===== config.mk =====
export PLATFORM = sky130hd
export DESIGN_NAME = pcicfg_port_decoder
export DESIGN_NICKNAME = d
export VERILOG_FILES = /design/src/rtl/pcicfg_pkg.sv /design/src/rtl/pcicfg_addr_reg.sv /design/src/rtl/pcicfg_route.sv /design/src/rtl/pcicfg_port_decoder.sv
export SDC_FILE = /design/constraint.sdc
export NUM_CORES = 1
export LEC_CHECK = 0
export BUFFER_PORTS_ARGS = -buffer_cell sky130_fd_sc_hd__buf_2
export CAP_MARGIN = 20
export CORE_ASPECT_RATIO = 0.75
export CORE_MARGIN = 2
export CORE_UTILIZATION = 39
export DETAILED_ROUTE_END_ITERATION = 8
export GPL_TIMING_DRIVEN = 0
export PLACE_DENSITY = 0.64
export SLEW_MARGIN = 20
export SYNTH_ARGS = -nofsm -noshare
export SYNTH_HDL_FRONTEND = slang
export SYNTH_HIERARCHICAL = 1
export SYNTH_SLANG_ARGS = --single-unit
export TNS_END_PERCENT = 5

===== constraint.sdc =====
create_clock -name clk -period 3 [get_ports clk]
set_input_delay 0.75 -clock clk [delete_from_list [all_inputs] [get_ports clk]]
set_output_delay 0.75 -clock clk [all_outputs]
set_load 0.01 [all_outputs]

===== src/rtl/pcicfg_pkg.sv =====
package pcicfg_pkg;
    typedef enum logic [1:0] {
        TGT_IO     = 2'b00,
        TGT_PCICFG = 2'b01,
        TGT_REG    = 2'b10
    } target_e;

    typedef enum logic {
        CFG_IDLE  = 1'b0,
        CFG_ARMED = 1'b1
    } cfg_state_e;

    localparam logic [1:0] SZ_4B = 2'd2;
endpackage


===== src/rtl/pcicfg_addr_reg.sv =====
module pcicfg_addr_reg
    import pcicfg_pkg::*;
#(
    parameter int              PORT_W    = 16,
    parameter logic [PORT_W-1:0] ADDR_PORT = 16'h0CF8
) (
    input  logic              clk,
    input  logic              rst_n,
    input  logic              req_valid,
    input  logic [PORT_W-1:0] req_port,
    input  logic [1:0]        req_size,
    input  logic              req_write,
    input  logic [31:0]       req_wdata,
    output cfg_state_e        cfg_state,
    output logic [30:0]       cfg_offset
);
    logic       load;
    cfg_state_e state_nxt;

    assign load = req_valid && req_write && (req_port == ADDR_PORT) && (req_size == SZ_4B);

    always_comb begin
        state_nxt = cfg_state;
        unique case (cfg_state)
            CFG_IDLE:  if (load && req_wdata[31])  state_nxt = CFG_ARMED;
            CFG_ARMED: if (load && !req_wdata[31]) state_nxt = CFG_IDLE;
            default:   state_nxt = CFG_IDLE;
        endcase
    end

    always_ff @(posedge clk) begin
        if (!rst_n) cfg_state <= CFG_IDLE;
        else        cfg_state <= state_nxt;
    end

    always_ff @(posedge clk) begin
        if (!rst_n)    cfg_offset <= '0;
        else if (load) cfg_offset <= req_wdata[30:0];
    end


    cfg_hold_chk: assert property (@(posedge clk) disable iff (!rst_n)
        !(req_valid && req_write && req_port == ADDR_PORT && req_size == SZ_4B)
        |=> ($stable(cfg_state) && $stable(cfg_offset)));
endmodule


===== src/rtl/pcicfg_route.sv =====
module pcicfg_route
    import pcicfg_pkg::*;
#(
    parameter int                 PORT_W     = 16,
    parameter int                 PADDR_W    = 40,
    parameter logic [PORT_W-1:0]  ADDR_PORT  = 16'h0CF8,
    parameter logic [PORT_W-1:0]  DATA_PORT  = 16'h0CFC,
    parameter logic [PADDR_W-1:0] IO_PREFIX  = 40'h80_0000_0000,
    parameter logic [PADDR_W-1:0] CFG_PREFIX = 40'h40_0000_0000,
    parameter logic [PADDR_W-1:0] REG_ADDR   = 40'h00_0000_0C00
) (
    input  logic [PORT_W-1:0]  port,
    input  logic [1:0]         size,
    input  cfg_state_e         cfg_state,
    input  logic [30:0]        cfg_offset,
    output target_e            target,
    output logic [PADDR_W-1:0] paddr
);
    logic        hit_addr;
    logic        hit_data;
    logic [30:0] cfg_sum;

    assign hit_addr = (port == ADDR_PORT) && (size == SZ_4B);
    assign hit_data = (port[PORT_W-1:2] == DATA_PORT[PORT_W-1:2]);
    assign cfg_sum  = cfg_offset + {29'd0, port[1:0]};

    always_comb begin
        target = TGT_IO;
        paddr  = IO_PREFIX | PADDR_W'(port);
        if (hit_addr) begin
            target = TGT_REG;
            paddr  = REG_ADDR;
        end else if (hit_data && cfg_state == CFG_ARMED) begin
            target = TGT_PCICFG;
            paddr  = CFG_PREFIX | PADDR_W'(cfg_sum);
        end
    end
endmodule


===== src/rtl/pcicfg_port_decoder.sv =====
module pcicfg_port_decoder
    import pcicfg_pkg::*;
#(
    parameter int                 PORT_W     = 16,
    parameter int                 PADDR_W    = 40,
    parameter logic [PORT_W-1:0]  ADDR_PORT  = 16'h0CF8,
    parameter logic [PORT_W-1:0]  DATA_PORT  = 16'h0CFC,
    parameter logic [PADDR_W-1:0] IO_PREFIX  = 40'h80_0000_0000,
    parameter logic [PADDR_W-1:0] CFG_PREFIX = 40'h40_0000_0000,
    parameter logic [PADDR_W-1:0] REG_ADDR   = 40'h00_0000_0C00
) (
    input  logic               clk,
    input  logic               rst_n,
    input  logic               req_valid,
    input  logic [15:0]        req_port,
    input  logic [1:0]         req_size,
    input  logic               req_write,
    input  logic [31:0]        req_wdata,
    output logic               resp_valid,
    output logic [1:0]         resp_target,
    output logic [PADDR_W-1:0] resp_paddr
);
    localparam int TGT_W = $bits(target_e);

    cfg_state_e         cfg_state;
    logic [30:0]        cfg_offset;
    target_e            rt_target;
    logic [PADDR_W-1:0] rt_paddr;
    logic [PORT_W-1:0]  port_q;

    assign port_q = PORT_W'(req_port);

    pcicfg_addr_reg #(.PORT_W(PORT_W), .ADDR_PORT(ADDR_PORT)) u_areg (
        .clk(clk), .rst_n(rst_n), .req_valid(req_valid), .req_port(port_q),
        .req_size(req_size), .req_write(req_write), .req_wdata(req_wdata),
        .cfg_state(cfg_state), .cfg_offset(cfg_offset)
    );

    pcicfg_route #(
        .PORT_W(PORT_W), .PADDR_W(PADDR_W), .ADDR_PORT(ADDR_PORT), .DATA_PORT(DATA_PORT),
        .IO_PREFIX(IO_PREFIX), .CFG_PREFIX(CFG_PREFIX), .REG_ADDR(REG_ADDR)
    ) u_route (
        .port(port_q), .size(req_size), .cfg_state(cfg_state), .cfg_offset(cfg_offset),
        .target(rt_target), .paddr(rt_paddr)
    );

    always_ff @(posedge clk) begin
        if (!rst_n) begin
            resp_valid  <= 1'b0;
            resp_target <= TGT_W'(TGT_IO);
            resp_paddr  <= '0;
        end else begin
            resp_valid <= req_valid;
            if (req_valid) begin
                resp_target <= rt_target;
                resp_paddr  <= rt_paddr;
            end
        end
    end


    resp_follows_req_chk: assert property (@(posedge clk) disable iff (!rst_n)
        req_valid |=> resp_valid);

    resp_idle_chk: assert property (@(posedge clk) disable iff (!rst_n)
        !req_valid |=> !resp_valid);

    tgt_legal_chk: assert property (@(posedge clk) disable iff (!rst_n)
        resp_valid |-> (resp_target != 2'b11));

    io_port_echo_chk: assert property (@(posedge clk) disable iff (!rst_n)
        (req_valid ##1 (resp_valid && resp_target == TGT_IO))
        |-> resp_paddr[PORT_W-1:0] == $past(port_q));

    cfg_prefix_chk: assert property (@(posedge clk) disable iff (!rst_n)
        (resp_valid && resp_target == TGT_PCICFG) |-> ((resp_paddr & CFG_PREFIX) == CFG_PREFIX));
endmodule


==> impl_metrics.tcl, run 1 <==
set metrics [dict create \
    dp_hpwl_mm 8.24 \
    hold_viol 0 \
    cts_setup_buffers 0 \
    cts-buffers-inserted 9 \
    num_vias 3542 \
    firstDrtPassIters 4 \
    synth.cell_area_um2 4100 \
    ys_seq_elements 75 \
    worstSetupStartpoint "req_port[0]" \
    routedWlPerCell_um 15.1 \
    port_buffers 96 \
    cp_num_cells 10 \
    maxCapViolations 0 \
    rsz0062_at_grt "no" \
    areaGrowthSynthToFinish_pct 25.3 \
    startpoint_type "input port" \
    yosysMostFrequentCell "nand2_1" \
    reg2reg_from "u_areg/cfg_offset[0]" \
    leakage_nw 2.05 \
    wl_mm 10.6 \
    path_cells "buf_2 > ha_1 > inv_1 > fa_1 > and4b_2 > nand3_2 > or4_1 > a21oi_2 > mux2i_1 > nor2b_1" \
    grt_pass1_vias 3365 \
    rows 32 \
    clock_path_buffers 2 \
    fin_crit_sh_pct 95.9 \
    synthCells 448 \
    die_area_um2 11400 \
    synth_top_cells_by_count "nand2_1, dfxtp_1, mux2i_1" \
    nNetsFinal 618 \
    worstMarginPinSlew_ps 591 \
    drt-initial-drc-count 165 \
    critical_path_class "in2reg" \
    drive_gt1_share_pct 25.0 \
    die_h_um 92.8 \
    reg2reg_to "resp_paddr[30]" \
    yosysUniqueCellTypes 49 \
    cts_hold_buf 0 \
    preCtsSetupSlack_ps -416 \
    synth_edf_count 0 \
    fin_cells 701 \
    setup_viol 0 \
    worstPathMaxFanout 10 \
    core-area_um2 10200 \
    die_x_um 122 \
    grtUsageTotal_pct 19.3 \
    viasPerCell 5.05 \
    crit_path_end_kind "flip-flop" \
    htreeDepth 3 \
    skew_ps 11.0 \
    timing.final.ws_setup_ps 124 \
    cts_tree "built" \
    r2r_cells 9 \
    grt_pass1_wl_mm 17.0 \
    holdCritPathClass "reg2reg" \
    seq_area_frac_synth_pct 36.6 \
    yosys.area.top_type_share_pct 36.6 \
    num_io_pins 97 \
    slew_viol_final 0 \
    dp.cells 686 \
    critical_path.top_delay_family "simple AND/OR/NAND/NOR gates" \
    path_buf_inv 2 \
    start_util_pct 40.0 \
    clock_sinks 75 \
    final.min_clock_period_ps 2880 \
    power_density_nw_per_um2 487 \
    drc 0 \
    antenna_found_initial 0 \
    totalPowerFinal_mw 2.50 \
    crit_arrival_ps 3140 \
    crit_end "resp_paddr[30]" \
    synth_area_leaders "dfxtp_1, mux2i_1, nand2_1" \
    gp_congestion 0.897 \
    async_flop_share_pct 0 \
    status "finished, final reports clean" \
    num_antenna_cells 0 \
    ys_warn_count 6 \
    synth_ff_type "dfxtp_1" \
    clkTransAtPathRegs_ps 60 \
    slowest_stage "or4_1" \
    synth_top_area_cell "dfxtp_1" \
    ant_nets 0 \
    worstPathRequired_ps 3260 \
    insertion_delay_ps 340 \
    grt_overflow 0 \
    postSynthAreaPerCell_um2 9.15 \
    max_freq_mhz 348 \
    cpPeakStageDelay_ps 570 \
    timing.slew.headroom_pct 60.3 \
    grt_max_degree 13 \
    rrSetupSlack_ps 340 \
    ctsResizeCount 1 \
    ir_drop_v 0.000279 \
    cts.root.buffer_cell "clkbuf_16" \
]
## routing by layer
metal  part of all wire (%)  routed length [µm]  global-route usage [%]
met2                     41                4400                    27.3
met5                      0                   0                       0
met1                     52                5470                    28.7
met3                    5.8                 610                    3.63
met4                    1.2                 126                    6.99
## cells in the final DEF, fill, tap and decap left out, types with 4 or more instances in the layout
master and n:
buf_2 98, nand2_1 79, dfxtp_1 75, mux2i_1 74
nor2b_1 44, clkbuf_1 15, a21oi_1 15, or4_1 13
o31ai_1 12, nand4_1 10, clkbuf_16 9, buf_4 9
inv_1 7, xnor2_1 7, conb_1 7, nand3_1 6
buf_6 5, and2_1 5, or3_1 5, o21ai_0 5
o2bb2ai_1 5, buf_12 4, nor3_1 4, xor2_1 4
o21bai_1 4
## stage by stage
step / setup TNS, ps / hold slack [ps] / instance area, µm² / utilization, %
2_1_floorplan: 0 / 439 / 4120 / -
3_3_place_gp: -2550 / 466 / 4770 / 46.5
3_5_place_dp: -3320 / 485 / 4770 / 46.5
4_1_cts: 0 / 494 / 5130 / 50.0
5_1_grt: 0 / 524 / 5130 / 50.1
6_report: 0 / 489 / 5130 / 50.1
## worst min path at each step
stage / startpoint / endpoint / slack, ps / depth (start not counted)
2_1_floorplan: u_areg/cfg_offset[0] / u_areg/cfg_offset[0] / 440 / 2
3_3_place_gp: u_areg/cfg_offset[30] / u_areg/cfg_offset[30] / 470 / 2
3_5_place_dp: u_areg/cfg_offset[30] / u_areg/cfg_offset[30] / 490 / 2
4_1_cts: u_areg/cfg_offset[30] / u_areg/cfg_offset[30] / 490 / 2
5_1_grt: u_areg/cfg_offset[0] / u_areg/cfg_offset[0] / 520 / 2
6_report: u_areg/cfg_offset[30] / u_areg/cfg_offset[30] / 490 / 2
## flip-flops by register name, summed over array words and instances (netlist names), named ones only
| register | flops |
|---|---|
| resp_paddr | 40 |
| u_areg/cfg_offset | 31 |
| resp_target | 2 |
| resp_valid | 1 |
## final cells by class
cell class | count | area [µm²]
fillers | 1020 | 5120
multi-input cells | 336 | 2330
flip-flops and latches | 75 | 1500
repair buffers | 96 | 480
plain buffers | 36 | 274
clock buffers | 11 | 253
well taps | 136 | 170
clock inverters | 4 | 97.6
inverters | 7 | 26.3
## cells by family (layout without fill, tap and decap cells)
group | count (synthesis) | in the layout | share of synthesized area, %
flops | 75 | 75 | 36.6
buf+inv | 43 | 154 | 7.30
mux | 74 | 74 | 18.1
simple gates | 193 | 193 | 26.6
other cells | 1 | 7 | 0.0915
xor+xnor | 11 | 11 | 2.35
fa+ha+maj | 3 | 3 | 1.10
compound gates | 48 | 48 | 7.82
## worst reg2reg max path: stages, from the launching register on
cell,delay (ps)
dfxtp_1,360
ha_1,180
inv_1,50
fa_1,430
and4b_2,380
nand3_2,210
or4_1,580
a21oi_2,200
mux2i_1,90
nor2b_1,120
## report_power, final
group	switching, mW	internal [mW]	total [mW]
clock	0.411	0.853	1.26
combinational	0.105	0.105	0.210
sequential	0.0103	1.02	1.03
total	0.527	1.97	2.50
(Power assumes the default switching activity.)
==> run 2: changes to the inputs <==
==> constraint.sdc (replaced) <==
create_clock -name clk -period 3 [get_ports clk]
set_input_delay 0.3 -clock clk [delete_from_list [all_inputs] [get_ports clk]]
set_output_delay 0.3 -clock clk [all_outputs]
set_load 0.01 [all_outputs]
==> impl_metrics.tcl, run 2 (synthesized netlist as in run 1, its figures left out) <==
set metrics [dict create \
    ir_drop_v 0.000279 \
    final_common_cell "buf_2" \
    die_x_um 122 \
    firstDrtPassIters 4 \
    wl_mm 10.6 \
    maxCapViolations 0 \
    cts_tree "built" \
    path_cells "ha_1 > inv_1 > fa_1 > and4b_1 > nand3_1 > or4_1 > a21oi_1 > mux2i_1 > nor2b_1" \
    worstPathMaxFanout 10 \
    fill_cells 1021 \
    num_vias 3532 \
    areaGrowthSynthToFinish_pct 25.0 \
    start_util_pct 40.0 \
    dp_hpwl_mm 8.24 \
    crit_path_end_kind "flip-flop" \
    slowest_stage "or4_1" \
    port_buffers 96 \
    fin_crit_sh_pct 94.7 \
    slew_viol_final 0 \
    num_antenna_cells 0 \
    htreeDepth 3 \
    nNetsFinal 618 \
    totalPowerFinal_mw 2.50 \
    placed_area_um2 4770 \
    clock_path_buffers 2 \
    routedWlPerCell_um 15.1 \
    drive_gt1_share_pct 24.4 \
    drt-initial-drc-count 178 \
    cts-buffers-inserted 9 \
    fin_cells 701 \
    dp.cells 686 \
    power_density_nw_per_um2 489 \
    max_flop_register "resp_paddr" \
    critical_path_class "reg2reg" \
    antenna_found_initial 0 \
    max_freq_mhz 352 \
    grt_pass1_vias 3365 \
    grt_max_degree 13 \
    clkTransAtPathRegs_ps 60 \
    rows 32 \
    core-area_um2 10200 \
    startpoint_type "flip-flop" \
    ctsResizeCount 0 \
    timing.slew.headroom_pct 60.2 \
    worstPathRequired_ps 3260 \
    cts_hold_buf 0 \
    grt_overflow 0 \
    crit_arrival_ps 3100 \
    rsz0062_at_grt "no" \
    cts_setup_buffers 0 \
    gp_congestion 0.897 \
    post-route-util_pct 50.0 \
    skew_ps 10.8 \
    grtUsageTotal_pct 19.3 \
    final_cell_mix "buf_2, nand2_1, dfxtp_1, mux2i_1, nor2b_1" \
    path_buf_inv 1 \
    cpPeakStageDelay_ps 590 \
    cts.root.buffer_cell "clkbuf_16" \
    setup_viol 0 \
    critical_path.top_delay_family "simple AND/OR/NAND/NOR gates" \
    worstMarginPinSlew_ps 592 \
    reg_top3 "resp_paddr x40, u_areg/cfg_offset x31, resp_target x2" \
    setup_tns_ps 0 \
    clock_sinks 75 \
    die_h_um 92.8 \
    holdCritPathClass "in2reg" \
    viasPerCell 5.04 \
    grt_pass1_wl_mm 17.0 \
    design_area_um2 5120 \
    final.min_clock_period_ps 2840 \
    insertion_delay_ps 330 \
    status "finished, final reports clean" \
    num_io_pins 97 \
    drc 0 \
    die_area_um2 11400 \
    leakage_nw 2.06 \
    largest_reg_flops 40 \
    ant_nets 0 \
    hold_viol 0 \
]
==> run 2: through the flow <==
stage / hold WS, ps / setup slack [ps]
after floorplan: 428 / 702
after global placement: 466 / 116
after detailed placement: 485 / 33.9
after CTS: 203 / 145
after global routing: 227 / 1.67
final: 206 / 160
==> run 2: worst paths after layout <==
kind,startpoint,to,slack [ps],cells past startpoint
max,u_areg/cfg_offset[0],resp_paddr[30],160,9
min,req_wdata[5],u_areg/cfg_offset[5],210,3
max reg2reg,u_areg/cfg_offset[0],resp_paddr[30],160,9
min reg2reg,u_areg/cfg_offset[30],u_areg/cfg_offset[30],490,2
==> run 2: layout make-up <==
type / count / area, µm² / area share [%]
timing repair buffer: 96 / 480 / 9.38
buffer: 36 / 274 / 5.35
sequential: 75 / 1500 / 29.3
clock inverter: 4 / 97.6 / 1.91
clock buffer: 11 / 253 / 4.93
multi-input combinational: 336 / 2320 / 45.3
inverter: 7 / 26.3 / 0.513
tap: 136 / 170 / 3.32
==> run 2: metal layers <==
| metal | vias to the layer above | global-route usage, % | part of all wire [%] | wire length, µm |
|---|---|---|---|---|
| met3 | 11 | 3.63 | 6.1 | 646 |
| met5 | - | 0 | 0 | 0 |
| met1 | 1630 | 28.7 | 51 | 5440 |
| met4 | 0 | 6.99 | 1.2 | 126 |
| met2 | 99 | 27.3 | 41 | 4360 |
| li1 | 1792 | - | - | - |
==> run 2: report_power, final <==
part	leakage (nW)	switching [mW]	internal, mW
registers	0.609	0.0104	1.02
clock network	0.168	0.412	0.853
logic	1.28	0.105	0.105
total	2.06	0.528	1.97
==> run 2: worst reg2reg max path: stages (launching register included) <==
cell	delay (ps)
dfxtp_1	360
ha_1	180
inv_1	50
fa_1	430
and4b_1	370
nand3_1	320
or4_1	590
a21oi_1	240
mux2i_1	110
nor2b_1	130
==> run 3: changes to the inputs <==
CORE_UTILIZATION = 45   (was 39)
PLACE_DENSITY = 0.72   (was 0.64)
==> impl_metrics.tcl, run 3 (synthesized netlist as in run 1, its figures left out) <==
set metrics [dict create \
    status "finished, final reports clean" \
    fin_crit_sh_pct 90.9 \
    timing.slew.headroom_pct 60.4 \
    grt_pass1_vias 3348 \
    grt_overflow 0 \
    ir_drop_v 0.000224 \
    final_common_cell "buf_2" \
    areaGrowthSynthToFinish_pct 22.5 \
    htreeDepth 3 \
    cts-buffers-inserted 9 \
    critical_path_class "reg2reg" \
    hold_viol 0 \
    routedWlPerCell_um 15.1 \
    crit_path_end_kind "flip-flop" \
    max_freq_mhz 367 \
    clock_path_buffers 2 \
    wl_mm 10.2 \
    drt-initial-drc-count 212 \
    start_util_pct 45.9 \
    rsz0062_at_grt "no" \
    max_flop_register "resp_paddr" \
    viasPerCell 5.29 \
    maxCapViolations 0 \
    worstMarginPinSlew_ps 590 \
    gp_congestion 0.885 \
    worstPathRequired_ps 3220 \
    largest_reg_flops 40 \
    grt_pass1_wl_mm 16.3 \
    drive_gt1_share_pct 24.0 \
    leakage_nw 2.02 \
    cts_hold_buf 0 \
    final.min_clock_period_ps 2730 \
    insertion_delay_ps 330 \
    worstPathMaxFanout 10 \
    num_vias 3589 \
    nNetsFinal 618 \
    rows 30 \
    grtUsageTotal_pct 21.1 \
    port_buffers 96 \
    firstDrtPassIters 5 \
    holdCritPathClass "in2reg" \
    final_cell_mix "buf_2, nand2_1, dfxtp_1, mux2i_1, nor2b_1" \
    cts_tree "built" \
    num_antenna_cells 0 \
    die_h_um 86.6 \
    reg_top3 "resp_paddr x40, u_areg/cfg_offset x31, resp_target x2" \
    cts.root.buffer_cell "clkbuf_16" \
    dp.cells 662 \
    startpoint_type "flip-flop" \
    clkTransAtPathRegs_ps 60 \
    clock_sinks 75 \
    power_density_nw_per_um2 442 \
    grt_max_degree 12 \
    die_area_um2 9890 \
    setup_viol 0 \
    slew_viol_final 0 \
    drc 0 \
    holdWs_ps 214 \
    crit_arrival_ps 2950 \
    die_x_um 114 \
    ant_nets 0 \
    num_io_pins 97 \
    setup_tns_ps 0 \
    fin_cells 678 \
    antenna_found_initial 0 \
    skew_ps 4.15 \
    dp_hpwl_mm 7.97 \
    core-area_um2 8930 \
]
run 3: cell types whose count changed in the layout (fill, tap and decap cells not counted):
| cell | before | now |
|---|---|---|
| clkbuf_1 | 15 | 18 |
| clkinvlp_4 | 1 | 0 |
| buf_1 | 1 | 2 |
| nand3_2 | 0 | 1 |
| bufinv_16 | 3 | 0 |
| clkbuf_2 | 1 | 0 |
| clkinv_2 | 0 | 2 |
| nand3_1 | 7 | 6 |
run 3: worst paths after layout:
check                        start               endpoint  slack (ps)  cells past startpoint
min reg2reg  u_areg/cfg_offset[21]  u_areg/cfg_offset[21]         480                      2
max reg2reg   u_areg/cfg_offset[0]         resp_paddr[28]         270                     10
min                   req_wdata[3]   u_areg/cfg_offset[3]         210                      3
max           u_areg/cfg_offset[0]         resp_paddr[28]         270                     10
run 3: layout make-up:
cell class / count / area, µm²
inverters: 7 / 26.3
fillers: 845 / 3910
repair buffers: 96 / 480
multi-input cells: 336 / 2320
well taps: 112 / 140
clock buffers: 14 / 264
flip-flops and latches: 75 / 1500
clock inverters: 2 / 10.0
plain buffers: 36 / 273
run 3: critical path, cell delays in order (launching register included):
cell and delay (ps):
dfxtp_1 350, ha_1 190, inv_1 60, fa_1 410, and4b_1 390, nand3_2 220, buf_1 310, o31ai_1 340
a21oi_1 100, mux2i_1 180, nor2b_1 60
run 3: per-stage QoR:
step / utilization [%] / total power [mW] / worst slack [ps] / cell area [µm²]
6_report: 56.2 / 2.22 / 272 / 5020
5_1_grt: 56.2 / 2.30 / 81.1 / 5020
4_1_cts: 56.1 / 2.24 / 212 / 5010
3_5_place_dp: 53.1 / 1.26 / 118 / 4740
3_3_place_gp: 53.1 / 1.25 / 157 / 4740
2_1_floorplan: - / 1.17 / 702 / 4120
run 3: layer usage:
layer / share of wire, % / GRT usage (%)
met1: 48 / 28.8
met5: 0 / 0
met3: 6.9 / 5.38
met2: 43 / 32.6
met4: 1.5 / 7.21
run 3: timing repair:
action / 4_1_cts / 5_1_grt
gates resized for setup: 0 / 2
buffers inserted: 0 / 0
endpoints found under the setup margin: 0 / 1
run 3: report_power, final:
part	leakage [nW]	switching [mW]	internal (mW)
clock	0.137	0.378	0.602
sequential	0.609	0.0101	1.02
combinational	1.28	0.104	0.105
total	2.02	0.492	1.72
